<file path="src/rtl/rwalk_pkg.sv">
package rwalk_pkg;

    typedef enum logic [1:0] {
        ST_IDLE   = 2'd0,
        ST_ISSUE  = 2'd1,
        ST_FINISH = 2'd2,
        ST_FAULT  = 2'd3
    } walk_state_t;

    typedef enum logic {
        MODE_LINES = 1'b0,
        MODE_FRAGS = 1'b1
    } walk_mode_t;

endpackage

</file>
<file path="src/rtl/rwalk_frag_mux.sv">
module rwalk_frag_mux #(
    parameter int N_FRAG = 5,
    parameter int LO_W   = 32,
    parameter int EXT_W  = 12,
    parameter int IDX_W  = 3
) (
    input  logic [N_FRAG*LO_W-1:0]  lo_flat,
    input  logic [N_FRAG*EXT_W-1:0] ext_flat,
    input  logic [IDX_W-1:0]        idx,
    output logic [LO_W+EXT_W-1:0]   addr
);
    localparam int ADDR_W = LO_W + EXT_W;

    logic [ADDR_W-1:0] cand [N_FRAG];

    for (genvar g = 0; g < N_FRAG; g++) begin : g_cand
        assign cand[g] = {ext_flat[g*EXT_W +: EXT_W], lo_flat[g*LO_W +: LO_W]};
    end

    always_comb begin
        addr = cand[0];
        for (int i = 0; i < N_FRAG; i++) begin
            if (idx == IDX_W'(i)) addr = cand[i];
        end
    end
endmodule

</file>
<file path="src/rtl/rwalk_len_calc.sv">
module rwalk_len_calc
    import rwalk_pkg::*;
#(
    parameter int SIZE_W = 32,
    parameter int LINE_W = 18,
    parameter int PAGE_W = 12
) (
    input  walk_mode_t        mode,
    input  logic [PAGE_W-1:0] page_off,
    input  logic [LINE_W-1:0] line,
    input  logic [SIZE_W-1:0] remaining,
    output logic [SIZE_W-1:0] len
);
    localparam int PAGE_BYTES = 1 << PAGE_W;

    logic [SIZE_W-1:0] chunk;

    always_comb begin
        if (mode == MODE_FRAGS) chunk = SIZE_W'(PAGE_BYTES) - SIZE_W'(page_off);
        else                    chunk = SIZE_W'(line);
        len = (chunk < remaining) ? chunk : remaining;
    end
endmodule

</file>
<file path="src/rtl/rwalk_gen.sv">
module rwalk_gen
    import rwalk_pkg::*;
#(
    parameter int N_FRAG       = 5,
    parameter int LO_W         = 32,
    parameter int EXT_W        = 12,
    parameter int SIZE_W       = 32,
    parameter int LINE_W       = 18,
    parameter int PAGE_W       = 12,
    parameter int STRIDE_SHIFT = 4
) (
    input  logic                      clk,
    input  logic                      rst_n,
    input  logic                      start,
    input  logic                      mode,
    input  logic [SIZE_W-1:0]         xfer_size,
    input  logic [SIZE_W-1:0]         size_stride,
    input  logic [N_FRAG*LO_W-1:0]    frag_lo,
    input  logic [N_FRAG*EXT_W-1:0]   frag_ext,
    output logic                      req_valid,
    input  logic                      req_ready,
    output logic [LO_W+EXT_W-1:0]     req_addr,
    output logic [SIZE_W-1:0]         req_len,
    input  logic                      rd_err,
    output logic                      done,
    output logic                      data_err,
    output logic                      cfg_err
);
    localparam int ADDR_W   = LO_W + EXT_W;
    localparam int IDX_W    = $clog2(N_FRAG);
    localparam int STRIDE_W = SIZE_W - LINE_W;

    walk_state_t              state_q, state_d;
    walk_mode_t               mode_q;
    logic [SIZE_W-1:0]        rem_q;
    logic [LINE_W-1:0]        line_q;
    logic [ADDR_W-1:0]        stride_q;
    logic [ADDR_W-1:0]        addr_q;
    logic [IDX_W-1:0]         idx_q;
    logic [N_FRAG*LO_W-1:0]   lo_q;
    logic [N_FRAG*EXT_W-1:0]  ext_q;
    logic                     fault_cfg_q;

    logic [SIZE_W-1:0]        len_w;
    logic [SIZE_W-1:0]        rem_after;
    logic [ADDR_W-1:0]        next_frag_addr;
    logic [IDX_W-1:0]         idx_next;
    logic                     last_frag;
    logic                     bad_line;

    assign idx_next  = idx_q + IDX_W'(1);
    assign last_frag = (idx_q == IDX_W'(N_FRAG - 1));
    assign rem_after = rem_q - len_w;
    assign bad_line  = (walk_mode_t'(mode) == MODE_LINES) && (size_stride[LINE_W-1:0] == '0);

    rwalk_frag_mux #(
        .N_FRAG (N_FRAG),
        .LO_W   (LO_W),
        .EXT_W  (EXT_W),
        .IDX_W  (IDX_W)
    ) u_mux (
        .lo_flat  (lo_q),
        .ext_flat (ext_q),
        .idx      (idx_next),
        .addr     (next_frag_addr)
    );

    rwalk_len_calc #(
        .SIZE_W (SIZE_W),
        .LINE_W (LINE_W),
        .PAGE_W (PAGE_W)
    ) u_len (
        .mode      (mode_q),
        .page_off  (addr_q[PAGE_W-1:0]),
        .line      (line_q),
        .remaining (rem_q),
        .len       (len_w)
    );

    // Next-state selection
    always_comb begin
        state_d = state_q;
        unique case (state_q)
            ST_IDLE: begin
                if (start) begin
                    if (xfer_size == '0)  state_d = ST_FINISH;
                    else if (bad_line)    state_d = ST_FAULT;
                    else                  state_d = ST_ISSUE;
                end
            end
            ST_ISSUE: begin
                if (rd_err) begin
                    state_d = ST_FAULT;
                end else if (req_ready &&
                             ((rem_after == '0) || ((mode_q == MODE_FRAGS) && last_frag))) begin
                    state_d = ST_FINISH;
                end
            end
            ST_FINISH: state_d = ST_IDLE;
            ST_FAULT:  state_d = ST_IDLE;
            default:   state_d = ST_IDLE;
        endcase
    end

    // State register and walk datapath
    always_ff @(posedge clk) begin
        if (!rst_n) begin
            state_q     <= ST_IDLE;
            mode_q      <= MODE_LINES;
            rem_q       <= '0;
            line_q      <= '0;
            stride_q    <= '0;
            addr_q      <= '0;
            idx_q       <= '0;
            lo_q        <= '0;
            ext_q       <= '0;
            fault_cfg_q <= 1'b0;
        end else begin
            state_q <= state_d;
            if (state_q == ST_IDLE && start) begin
                mode_q      <= walk_mode_t'(mode);
                rem_q       <= xfer_size;
                line_q      <= size_stride[LINE_W-1:0];
                stride_q    <= ADDR_W'(size_stride[SIZE_W-1 -: STRIDE_W]) << STRIDE_SHIFT;
                addr_q      <= {frag_ext[EXT_W-1:0], frag_lo[LO_W-1:0]};
                idx_q       <= '0;
                lo_q        <= frag_lo;
                ext_q       <= frag_ext;
                fault_cfg_q <= 1'b1;
            end else if (state_q == ST_ISSUE) begin
                if (rd_err) begin
                    fault_cfg_q <= 1'b0;
                end else if (req_ready) begin
                    rem_q  <= rem_after;
                    idx_q  <= idx_next;
                    addr_q <= (mode_q == MODE_FRAGS) ? next_frag_addr : addr_q + stride_q;
                end
            end
        end
    end

    // Outputs decoded from state
    always_comb begin
        req_valid = (state_q == ST_ISSUE);
        req_addr  = addr_q;
        req_len   = len_w;
        done      = (state_q == ST_FINISH);
        data_err  = (state_q == ST_FAULT) && !fault_cfg_q;
        cfg_err   = (state_q == ST_FAULT) && fault_cfg_q;
    end

    // Request held while stalled
    a_r10_hold_stalled: assert property (@(posedge clk) disable iff (!rst_n)
        req_valid && !req_ready && !rd_err |=> req_valid && $stable(req_addr) && $stable(req_len));

    // Never a zero-length request, never past the remaining count
    a_r3_len_bounds: assert property (@(posedge clk) disable iff (!rst_n)
        req_valid |-> (req_len != '0) && (req_len <= rem_q));

    // Fragment requests stay inside one page
    a_r5_page_bound: assert property (@(posedge clk) disable iff (!rst_n)
        req_valid && (mode_q == MODE_FRAGS) |->
            (SIZE_W'(req_addr[PAGE_W-1:0]) + req_len) <= SIZE_W'(1 << PAGE_W));

    // Read error ends the walk with a data-error pulse
    a_r9_err_follows: assert property (@(posedge clk) disable iff (!rst_n)
        req_valid && rd_err |=> data_err && !req_valid);

    // Zero size finishes at once
    a_r7_zero_done: assert property (@(posedge clk) disable iff (!rst_n)
        (state_q == ST_IDLE) && start && (xfer_size == '0) |=> done);

    // Single-cycle end pulses
    a_r11_done_pulse: assert property (@(posedge clk) disable iff (!rst_n)
        done |=> !done && !req_valid);

    a_r11_exclusive: assert property (@(posedge clk) disable iff (!rst_n)
        $onehot0({req_valid, done, data_err, cfg_err}));

endmodule

</file>
<file path="config.mk">
export PLATFORM = sky130hd
export DESIGN_NAME = rwalk_gen
export DESIGN_NICKNAME = d
export VERILOG_FILES = /design/src/rtl/rwalk_pkg.sv /design/src/rtl/rwalk_frag_mux.sv /design/src/rtl/rwalk_len_calc.sv /design/src/rtl/rwalk_gen.sv
export SDC_FILE = /design/constraint.sdc
export NUM_CORES = 1
export LEC_CHECK = 0
export BUFFER_PORTS_ARGS = -buffer_cell sky130_fd_sc_hd__buf_2
export CORE_MARGIN = 2
export CORE_UTILIZATION = 49
export CTS_CLUSTER_DIAMETER = 40
export CTS_CLUSTER_SIZE = 14
export DETAILED_ROUTE_END_ITERATION = 8
export PLACE_DENSITY_LB_ADDON = 0.1
export RECOVER_POWER = 25
export SETUP_SLACK_MARGIN = 0.2
export SKIP_CTS_REPAIR_TIMING = 1
export SLEW_MARGIN = 20
export SYNTH_ARGS = -nofsm -noshare
export SYNTH_HDL_FRONTEND = slang
export SYNTH_SLANG_ARGS = --single-unit
export TNS_END_PERCENT = 1
</file>
<file path="constraint.sdc">
create_clock -name clk -period 5.93 [get_ports clk]
set_input_delay 1.186 -clock clk [delete_from_list [all_inputs] [get_ports clk]]
set_output_delay 1.186 -clock clk [all_outputs]
set_load 0.02 [all_outputs]
</file>
== Yosys cells after proc, flatten, opt, wreduce, memory -nomap -nowiden ==
Index checks and enable logic that the tools add are counted.

* Bits in registers: 335
* Bits of input ports: 290
* Output and inout bits: 80
* Logic and storage cells: 74

* Add/subtract/negate cells: 4
* Order comparisons: 1
* Equality and inequality tests: 11
* Multiplexer cells: 24
* Bitwise gates (word level): 3
* Reduce and logical (&&, ||, !) cells: 21

{| class="wikitable"
|+ Operators with widths
! cell !! number
|-
| 44-bit two-way mux || 9
|-
| 32-bit two-way mux || 6
|-
| 32-bit zero test || 2
|-
| 44-bit by 18-bit adder with 44-bit output || 1
|-
| 32-bit less-than comparator || 1
|-
| 32-bit subtractor || 1
|-
| 18-bit zero test || 1
|-
| 13-bit by 12-bit subtractor with 14-bit output, first input constant || 1
|-
| 2-bit two-way mux || 5
|-
| 3-bit by 2-bit == test with 1-bit output, second input constant || 2
|-
| 3-bit == test, second input constant || 2
|-
| 1-bit logical AND || 6
|-
| 2-bit one-hot mux with 3 select lines || 1
|-
| 3-bit AND reduction || 2
|-
| 2-bit nonzero test || 3
|-
| 2-bit == test, second input constant || 2
|-
| 2-bit AND reduction || 2
|-
| 2-bit OR reduction || 2
|-
| 3-bit by 1-bit adder with 3-bit output, second input constant || 1
|-
| 3-bit by 1-bit == test with 1-bit output, second input constant || 1
|-
| 1-bit two-way mux || 3
|-
| 3-bit by 1-bit != test with 1-bit output, second input constant || 1
|-
| 1-bit NOT || 3
|-
| 2-bit by 1-bit == test with 1-bit output, second input constant || 1
|-
| 5 further kinds || 5
|}

== Depth between registers and ports, before layout ==
Gate-level depths: netlist of run 1.

* Depth in word-level cells: 11
* Depth in mapped cells: 26
* Depth with buffers taken out: 24

== Cells and area by module ==
A second synthesis of run 1 with hierarchy kept.

* Cell total of the unflattened synthesis: 2,491
* Area total of the unflattened synthesis: 18,990.7 µm²

{| class="wikitable"
|+ By module, submodules not included
! module !! times used !! cells each !! area an instance (µm²) !! seq. area each (µm²)
|-
| rwalk_gen || 1 || 2,086 || 15,708.8 || 6,706.4
|-
| rwalk_frag_mux || 1 || 257 || 2,023.2 || 0.0
|-
| rwalk_len_calc || 1 || 148 || 1,258.7 || 0.0
|}

== Worst setup path after synthesis of run 1 ==
OpenSTA, ideal clock, no wires.

* Kind: reg2reg
* From: register addr_q[3], in the netlist req_addr[3]
* To: register state_q[0]
* Library setup time: 0.119 ns
* Data arrival time: 6.037 ns
* Data required time: 5.811 ns
* Slack: -0.226 ns
* Stages on the path, launching flop included: 24
* Buffers on the path: 2
* Path through: dfxtp_1 > or4_1 > or4_1 > or2_1 > a31o_2 > ha_1 > and4_1 > a221o_1 > o2111ai_1 > a311o_2 > buf_6 > buf_6 > nor2_1 > a21oi_1 > ha_1 > fa_1 > nor2b_1 > o2111ai_1 > a2111o_1 > a31oi_2 > or3_1 > a2111oi_0 > nand4_1 > o221a_2

* Longest elaborated chain between the ends: 10

{| class="wikitable"
|+ Ends and longest elaborated chain
! what !! line !! text
|-
| start: declaration || rwalk_gen.sv:38 || <nowiki>logic [ADDR_W-1:0] addr_q;</nowiki>
|-
| start signal: assignment || rwalk_gen.sv:125 || <nowiki>addr_q <= {frag_ext[EXT_W-1:0], frag_lo[LO_W-1:0]};</nowiki>
|-
| start signal: assignment || rwalk_gen.sv:136 || <nowiki>addr_q <= (mode_q == MODE_FRAGS) ? next_frag_addr : addr_q + stride_q;</nowiki>
|-
| 13-bit by 12-bit subtractor with 14-bit output || rwalk_len_calc.sv:19 || <nowiki>if (mode == MODE_FRAGS) chunk = SIZE_W'(PAGE_BYTES) - SIZE_W'(page_off);</nowiki>
|-
| 32-bit two-way mux || rwalk_len_calc.sv:19 ||
|-
| 32-bit less-than comparator || rwalk_len_calc.sv:21 || <nowiki>len = (chunk < remaining) ? chunk : remaining;</nowiki>
|-
| 32-bit two-way mux || rwalk_len_calc.sv:21 ||
|-
| named net req_len[0] || rwalk_gen.sv:23 || <nowiki>output logic [SIZE_W-1:0] req_len,</nowiki>
|-
| 32-bit subtractor || rwalk_gen.sv:53 || <nowiki>assign rem_after = rem_q - len_w;</nowiki>
|-
| 32-bit zero test || rwalk_gen.sv:95 || <nowiki>((rem_after == '0) || ((mode_q == MODE_FRAGS) && last_frag))) begin</nowiki>
|-
| 1-bit logical OR || rwalk_gen.sv:95 ||
|-
| 1-bit logical AND || rwalk_gen.sv:94 || <nowiki>end else if (req_ready &&</nowiki>
|-
| 3-bit by 1-bit != test with 1-bit output (no line) || n/a ||
|-
| 2-bit AND reduction (no line) || n/a ||
|-
| end signal: assignment || rwalk_gen.sv:119 || <nowiki>state_q <= state_d;</nowiki>
|-
| end: declaration || rwalk_gen.sv:33 || <nowiki>walk_state_t state_q, state_d;</nowiki>
|}

The timed path passes the listed nets, and every way through them passes these cells.
A chain may end at the register's enable or synchronous reset.

== Worst setup path in the final report of run 1 ==
* From: register addr_q[3], in the netlist req_addr[3]
* To: register state_q[0]

* Longest elaborated chain between the ends: 10

{| class="wikitable"
|+ Ends and longest elaborated chain
! what !! line
|-
| 13-bit by 12-bit subtractor with 14-bit output * || rwalk_len_calc.sv:19
|-
| 32-bit two-way mux * || rwalk_len_calc.sv:19
|-
| 32-bit less-than comparator || rwalk_len_calc.sv:21
|-
| 32-bit two-way mux * || rwalk_len_calc.sv:21
|-
| 32-bit subtractor * || rwalk_gen.sv:53
|-
| 32-bit zero test * || rwalk_gen.sv:95
|-
| 1-bit logical OR * || rwalk_gen.sv:95
|-
| 1-bit logical AND * || rwalk_gen.sv:94
|-
| 3-bit by 1-bit != test with 1-bit output (no line) * || n/a
|-
| 2-bit AND reduction (no line) * || n/a
|}

Mark *: on every way between the ends. The rest lies on a longest branch, timed or not.

==> results of run 1 <==
## through the flow
stage / setup TNS [ps] / hold WS (ps)
floorplan: 0 / 431
global route: -4830 / 464
finish: -462 / 449
CTS: -374 / 449
detailed placement: -174 / 443
global placement: 0 / 440
## worst max-delay path, stage by stage, from the launching register on
cell	delay, ps
sky130_fd_sc_hd__dfxtp_2	320
sky130_fd_sc_hd__or4_4	530
sky130_fd_sc_hd__or4_4	430
sky130_fd_sc_hd__or2_4	260
sky130_fd_sc_hd__nor4_4	220
sky130_fd_sc_hd__xnor2_1	90
sky130_fd_sc_hd__mux2_2	280
sky130_fd_sc_hd__ha_1	280
sky130_fd_sc_hd__o211ai_1	70
sky130_fd_sc_hd__nor2_1	160
sky130_fd_sc_hd__a211oi_2	80
sky130_fd_sc_hd__a311o_2	430
sky130_fd_sc_hd__buf_12	160
sky130_fd_sc_hd__nand2b_1	90
sky130_fd_sc_hd__o21ai_1	80
sky130_fd_sc_hd__ha_1	300
sky130_fd_sc_hd__nor2b_2	170
sky130_fd_sc_hd__buf_4	130
sky130_fd_sc_hd__o2111a_1	250
sky130_fd_sc_hd__or3_4	360
sky130_fd_sc_hd__a211oi_4	250
sky130_fd_sc_hd__buf_4	160
sky130_fd_sc_hd__nand4_1	90
sky130_fd_sc_hd__a2111oi_2	380
sky130_fd_sc_hd__nand4_1	200
sky130_fd_sc_hd__o221a_2	260
## final cells by class
cell class	count	area, µm²
clock inverter	32	403
timing repair buffer	426	2320
antenna	6	15.0
sequential	335	6710
fill	3465	14200
clock buffer	68	1450
tap	468	586
inverter	54	203
multi-input combinational	1917	10600
## cell usage after synthesis (14+ instances only)
library cell                 n  share of area (%)
sky130_fd_sc_hd__xnor2_1    24                1.2
sky130_fd_sc_hd__a21o_1     23               0.95
sky130_fd_sc_hd__a31oi_1    22               0.76
sky130_fd_sc_hd__clkbuf_1  150                3.1
sky130_fd_sc_hd__nand2_1   652                 13
sky130_fd_sc_hd__nor4_1     19               0.66
sky130_fd_sc_hd__a21oi_1   389                 11
sky130_fd_sc_hd__a311oi_1   41                2.0
sky130_fd_sc_hd__nand3_1    55                1.5
sky130_fd_sc_hd__buf_1      28               0.58
sky130_fd_sc_hd__nand2b_1   15               0.52
sky130_fd_sc_hd__inv_1      53                1.1
sky130_fd_sc_hd__o21a_1     24               0.99
sky130_fd_sc_hd__nor3_1     33               0.91
sky130_fd_sc_hd__o221ai_1   19               0.92
sky130_fd_sc_hd__a22oi_1    21               0.87
sky130_fd_sc_hd__o21ai_0    94                2.6
sky130_fd_sc_hd__and3_1     18               0.62
sky130_fd_sc_hd__a211oi_1   36                1.5
sky130_fd_sc_hd__nor2_1    140                2.9
sky130_fd_sc_hd__o211ai_1   19               0.79
sky130_fd_sc_hd__dfxtp_1   335                 37
sky130_fd_sc_hd__buf_4      14               0.58
sky130_fd_sc_hd__ha_1       55                3.8
## power by group through the flow
| stage | logic, mW | clock network (mW) | registers [mW] |
|---|---|---|---|
| after detailed placement | 2.14 | 0 | 2.66 |
| after global placement | 2.12 | 0 | 2.66 |
| after floorplan | 1.38 | 0 | 2.65 |
| final | 2.28 | 3.22 | 2.63 |
| after global routing | 2.47 | 3.34 | 2.65 |
| after CTS | 2.15 | 3.24 | 2.62 |
## worst paths after layout
path | from | to | slack (ps) | cells past startpoint
worst max-delay path | req_addr[3] | state_q[0] | -180 | 25
worst min-delay path | line_q[16] | line_q[16] | 450 | 2
worst max register to register | req_addr[3] | state_q[0] | -180 | 25
worst min register to register | line_q[16] | line_q[16] | 450 | 2
## routing by layer
layer	up-vias	routed length, µm	GRT usage, %
li1	9384	-	-
met5	-	44	0
met4	6	1970	12.3
met3	122	6080	6.21
met1	9279	31800	50.9
met2	913	29000	49.8
## flip-flops by register name, summed over array words and instances, names as in the netlist
register     flops
line_q          18
mode_q           1
stride_q        14
state_q          2
rem_q           32
fault_cfg_q      1
ext_q           60
req_addr        44
idx_q            3
lo_q           160
## cell families (layout without fill, tap and decap cells)
| family | after synthesis | in the layout | share of synthesized area, % |
|---|---|---|---|
| buffers and inverters | 253 | 580 | 5.75 |
| AND/OR/NAND/NOR | 1012 | 1012 | 23.8 |
| XOR/XNOR | 29 | 29 | 1.40 |
| adder cells (fa/ha/maj) | 57 | 57 | 4.01 |
| AO/OA/AOI/OAI | 784 | 784 | 26.8 |
| other | 1 | 20 | 0.0207 |
| flip-flops | 335 | 335 | 37.0 |
| multiplexers | 21 | 21 | 1.25 |
## cells in the final DEF, fill, tap and decap left out, drive strengths merged, types with 55 or more instances in the layout
cell	synthesis	final
a21oi	390	390
buf	49	396
clkbuf	150	98
dfxtp	335	335
ha	55	55
inv	53	60
nand2	652	652
nand3	55	55
nor2	140	140
o21ai	100	100
==> Flow_metrics.wiki, run 1 <==
{| class="wikitable"
! Metric !! Value
|-
| Result of the run || finished, violations left
|-
| Violations in the final reports || max-capacitance violations, max-slew violations, negative setup slack
|-
| Clock insertion delay at the later pin of the skew report || 620 ps
|-
| Filler-free cell count of the finished design || 3306
|-
| Total length of routed wires || 69.0 mm
|-
| Main flop type after synthesis || sky130_fd_sc_hd__dfxtp_1
|-
| Final hold violations || 0
|-
| Tot Pwr || 8.12 mW
|-
| Slew HR || -200%
|-
| Worst setup slack after placement || -143 ps
|-
| Maximum clock frequency || 0.164 GHz
|-
| Detailed-route wire length per cell || 20.9 µm
|-
| Number of synthesized register bits || 335
|-
| Number of sinks on the clock net || 335
|-
| Drt first-iter violations || 1999
|-
| Setup repair after global routing missed its margin || true
|-
| Number of clock buffers inserted by TritonCTS || 54
|-
| First-pass GRT wire length || 104 mm
|-
| Fin nets || 3135
|-
| Maximum number of buffers from clock root to sink || 3
|-
| Maximum number of pins on one net before global-route repair || 174
|-
| GR Util All Layers || 34.4%
|-
| Comb power frac || 28.0%
|-
| Vias per cell || 5.96
|-
| Estimated wirelength of the detail-placed design || 49.6 mm
|-
| Crit path kind || flop to flop
|-
| Buffers on Ports || 355
|-
| Maximum vdd drop || 222 µV
|-
| Critical path data arrival time || 6620 ps
|-
| Area of placed instances || 20300 µm²
|-
| Width of the die || 196 µm
|-
| Mean area per synthesized cell || 7.28 µm²
|-
| Static leakage power || 9.15 nW
|-
| Count of max-cap constraint violations || 2
|-
| Inst Count DP || 3195
|-
| Post-synthesis sequential area ratio || 37.0%
|-
| Syn Std Cell Area || 18100 µm²
|-
| I/O pin count || 370
|-
| CTS root buffer || sky130_fd_sc_hd__clkbuf_16
|-
| Final-report max-slew violation count || 304
|-
| Row count || 70
|-
| Async set-or-reset flop fraction in the synthesized netlist || 0%
|-
| Internal power || 5.34 mW
|-
| Endpoints failing setup || 8
|-
| Critical-path maximum fanout || 13
|-
| Antenna-violating nets left || 0
|-
| Power share of the sequential group || 32.4%
|-
| Worst setup EP type || flop
|-
| Transition time of the tightest slew-check pin || 4510 ps
|-
| Final worst slack || -184 ps
|-
| Final RePlAce weighted congestion || 0.978
|-
| Initial antenna violation count || 8
|-
| Relative contribution of the clock network to total power || 39.6%
|-
| Finished layout cell area || 22300 µm²
|-
| Number of instances in the synthesized netlist || 2492
|-
| Critical path launch point type || flop
|-
| Ratio of cells with drive above 1 in the final layout || 20.0%
|-
| Vias post-DR || 19700
|-
| Die area || 38600 µm²
|-
| Classification of the worst-slack hold path || flop to flop
|-
| Setup skew after layout || 30.2 ps
|-
| Post-layout min period || 6110 ps
|-
| Power density over the cells || 364 nW/µm²
|-
| Initial cell density of the core || 49.7%
|-
| Floorplan die height || 196 µm
|-
| Length of the first detailed-routing pass in iterations || 6
|-
| Switching Power || 2.78 mW
|-
| Final core utilization || 61.1%
|-
| Fraction of the cycle the final worst path needs || 103%
|-
| Switching part of the total || 34.3%
|-
| Synth cell types || 80
|-
| Residual overflow from global routing || 0
|-
| Number of remaining DRC errors || 0
|-
| Clock tree from TritonCTS || built
|-
| Number of synthesized flops with an enable pin || 0
|-
| Synth warnings || 0
|-
| Number of global-route vias before repair || 18000
|-
| Clock Pin Slew Worst Setup and Hold Paths || 60 ps
|-
| Total core area || 36500 µm²
|-
| Synth-to-layout area growth || 23.0%
|-
| Maximum level of the CTS H-tree || 2
|-
| Data required time at the worst endpoint || 6440 ps
|}
No activity file was read; power rests on OpenSTA's default activity.
==> run 2, diff against run 1 <==
==> constraint.sdc (replaced) <==
create_clock -name clk -period 7.5 [get_ports clk]
set_input_delay 1.5 -clock clk [delete_from_list [all_inputs] [get_ports clk]]
set_output_delay 1.5 -clock clk [all_outputs]
set_load 0.02 [all_outputs]
==> run 2 against run 1 <==
  * The run ends with max-capacitance violations, max-slew violations left
  * Maximum frequency shrank 11%
  * Non-clock buffer count shrank 48
  * Utilization shrank 1.5 points
  * Largest power group unchanged
  * Critical path type unchanged
==> Flow_metrics.wiki, run 2 (synthesized netlist as in run 1, its figures left out) <==
{| class="wikitable"
! Metric !! Value
|-
| Maximum number of pins on one net before global-route repair || 246
|-
| Final hold violations || 0
|-
| Row count || 70
|-
| Width of the die || 196 µm
|-
| Total core area || 36500 µm²
|-
| Crit path kind || flop to flop
|-
| Final RePlAce weighted congestion || 0.976
|-
| Number of inserted filler cells in the final layout || 3557
|-
| Delay of the slowest critical-path stage || 560 ps
|-
| Detailed-route wire length per cell || 20.8 µm
|-
| Setup skew after layout || 14.2 ps
|-
| Number of global-route vias before repair || 17600
|-
| CTS root buffer || sky130_fd_sc_hd__clkbuf_16
|-
| Worst-case hold path end point || lo_q[53]
|-
| Endpoints failing setup || 0
|-
| Worst reg2reg path endpoint || state_q[0]
|-
| Startpoint of the worst-slack reg-to-reg timing path || req_addr[3]
|-
| Floorplan die height || 196 µm
|-
| Standard cell with the maximum stage delay on the critical path || sky130_fd_sc_hd__a311o_2
|-
| First-pass GRT wire length || 103 mm
|-
| Die area || 38600 µm²
|-
| Maximum clock frequency || 0.146 GHz
|-
| Count of max-cap constraint violations || 1
|-
| Cell chain of the critical path || or4_1 -> or4_1 -> or2_1 -> nor4_2 -> xnor2_1 -> mux2_2 -> ha_1 -> o211ai_1 -> nor2_1 -> a211oi_1 -> a311o_2 -> buf_4 -> mux2_2 -> inv_1 -> ha_1 -> o21ai_0 -> a211oi_1 -> nor3_1 -> a31oi_2 -> or3_1 -> a2111oi_0 -> nand4_1 -> o221a_2
|-
| Max reg flops || 160
|-
| Area of the multi-input gates || 10500 µm²
|-
| FF/Latch Area || 6710 µm²
|-
| Sum of buffers and inverters on the critical path || 2
|-
| Number of remaining DRC errors || 0
|-
| Critical path data arrival time || 7320 ps
|-
| Setup repair after global routing missed its margin || false
|-
| Kind of cell adding the most delay to the critical path || simple AND/OR/NAND/NOR gates
|-
| Slew HR || -109%
|-
| Initial cell density of the core || 49.7%
|-
| Residual overflow from global routing || 0
|-
| Worst setup EP type || flop
|-
| Fraction of the cycle the final worst path needs || 91.1%
|-
| GR Util All Layers || 34.0%
|-
| Transition time of the tightest slew-check pin || 3140 ps
|-
| Vias per cell || 5.97
|-
| Result of the run || finished, violations left
|-
| Largest register by flop count || lo_q
|-
| Classification of the worst-slack hold path || flop to flop
|-
| Slack of the worst reg-to-reg path || 670 ps
|-
| Ratio of cells with drive above 1 in the final layout || 17.1%
|-
| Data required time at the worst endpoint || 7980 ps
|-
| Power density over the cells || 287 nW/µm²
|-
| Estimated wirelength of the detail-placed design || 48.3 mm
|-
| Number of sinks on the clock net || 335
|-
| Length of the first detailed-routing pass in iterations || 6
|-
| Maximum number of buffers from clock root to sink || 3
|-
| Vias post-DR || 19400
|-
| Most frequent standard cell in the layout excluding fill and tap cells || sky130_fd_sc_hd__nand2_1
|-
| Length in cells of the worst reg-to-reg path || 23
|-
| Synth-to-layout area growth || 19.9%
|-
| Number of clock buffers inserted by TritonCTS || 52
|-
| Crit path from || req_addr[3]
|-
| Drt first-iter violations || 2219
|-
| Critical-path maximum fanout || 36
|-
| Buffers on Ports || 355
|-
| Static leakage power || 8.82 nW
|-
| Clock insertion delay at the later pin of the skew report || 600 ps
|-
| Violations in the final reports || max-capacitance violations, max-slew violations
|-
| Final-report max-slew violation count || 182
|-
| Setup TNS Final || 0 ps
|-
| Maximum vdd drop || 226 µV
|-
| Clock tree from TritonCTS || built
|-
| Most frequent cells in the layout || sky130_fd_sc_hd__nand2_1 (650), sky130_fd_sc_hd__a21oi_1 (389), sky130_fd_sc_hd__dfxtp_1 (334)
|-
| Post-layout min period || 6830 ps
|-
| Antenna-violating nets left || 0
|-
| Initial antenna violation count || 5
|-
| Clock Pin Slew Worst Setup and Hold Paths || 60 ps
|-
| I/O pin count || 370
|-
| Number of cells on the worst hold path || 2
|-
| Maximum level of the CTS H-tree || 2
|-
| Startpoint of the worst hold path || lo_q[53]
|-
| Fin nets || 3085
|-
| Critical path launch point type || flop
|-
| Total length of routed wires || 67.8 mm
|-
| Final core utilization || 59.5%
|}
==> run 2: worst max-delay path by stage <==
| stage | endpoint | cells after the start |
|---|---|---|
| final | state_q[0] | 23 |
| after global routing | state_q[0] | 20 |
| after CTS | state_q[0] | 23 |
| after detailed placement | state_q[0] | 23 |
| after global placement | state_q[0] | 21 |
| after floorplan | state_q[0] | 23 |
==> run 2: cell type report <==
cell class                      instances  area share, %
Antenna cell                            6         0.0690
Clock buffer                           63           6.64
Clock inverter                         30           1.87
Inverter                               54          0.949
Multi-Input combinational cell       1917           48.2
Sequential cell                       335           30.8
Tap cell                              468           2.69
Timing Repair Buffer                  378           8.75
==> run 2: worst register-to-register path: cells and delay by family (launching register included) <==
family	cells	cell delay [ps]
AND/OR/NAND/NOR	8	2380
AO/OA/AOI/OAI	8	2280
multiplexers	2	660
adder cells (fa/ha/maj)	2	570
flip-flops	1	370
buffers and inverters	2	370
XOR/XNOR	1	100
==> run 2: power by group <==
part | switching (mW) | internal (mW) | total [mW]
clock | 0.940 | 1.62 | 2.56
sequential | 0.147 | 1.94 | 2.08
combinational | 1.02 | 0.579 | 1.60
==> run 2: metrics by stage <==
| stage | std cells | cell area (µm²) | power, mW | hold WS [ps] | setup slack [ps] |
|---|---|---|---|---|---|
| 2_1_floorplan | 2505 | 18200 | 3.17 | 431 | 1340 |
| 3_3_place_gp | 3152 | 19900 | 3.66 | 437 | 894 |
| 3_5_place_dp | 3152 | 19900 | 3.68 | 443 | 734 |
| 4_1_cts | 3245 | 21800 | 6.22 | 451 | 708 |
| 5_1_grt | 3250 | 21700 | 6.50 | 465 | 253 |
| 6_report | 3251 | 21700 | 6.24 | 454 | 666 |
==> run 2: metal layers <==
metal	share of wire (%)	GRT usage [%]	up-vias	routed length (µm)
met2	43	50.4	904	29100
met4	2.7	10.7	0	1810
met1	45	49.4	9096	30600
li1	-	-	9276	-
met5	0	0	-	0
met3	9.2	6.79	117	6260
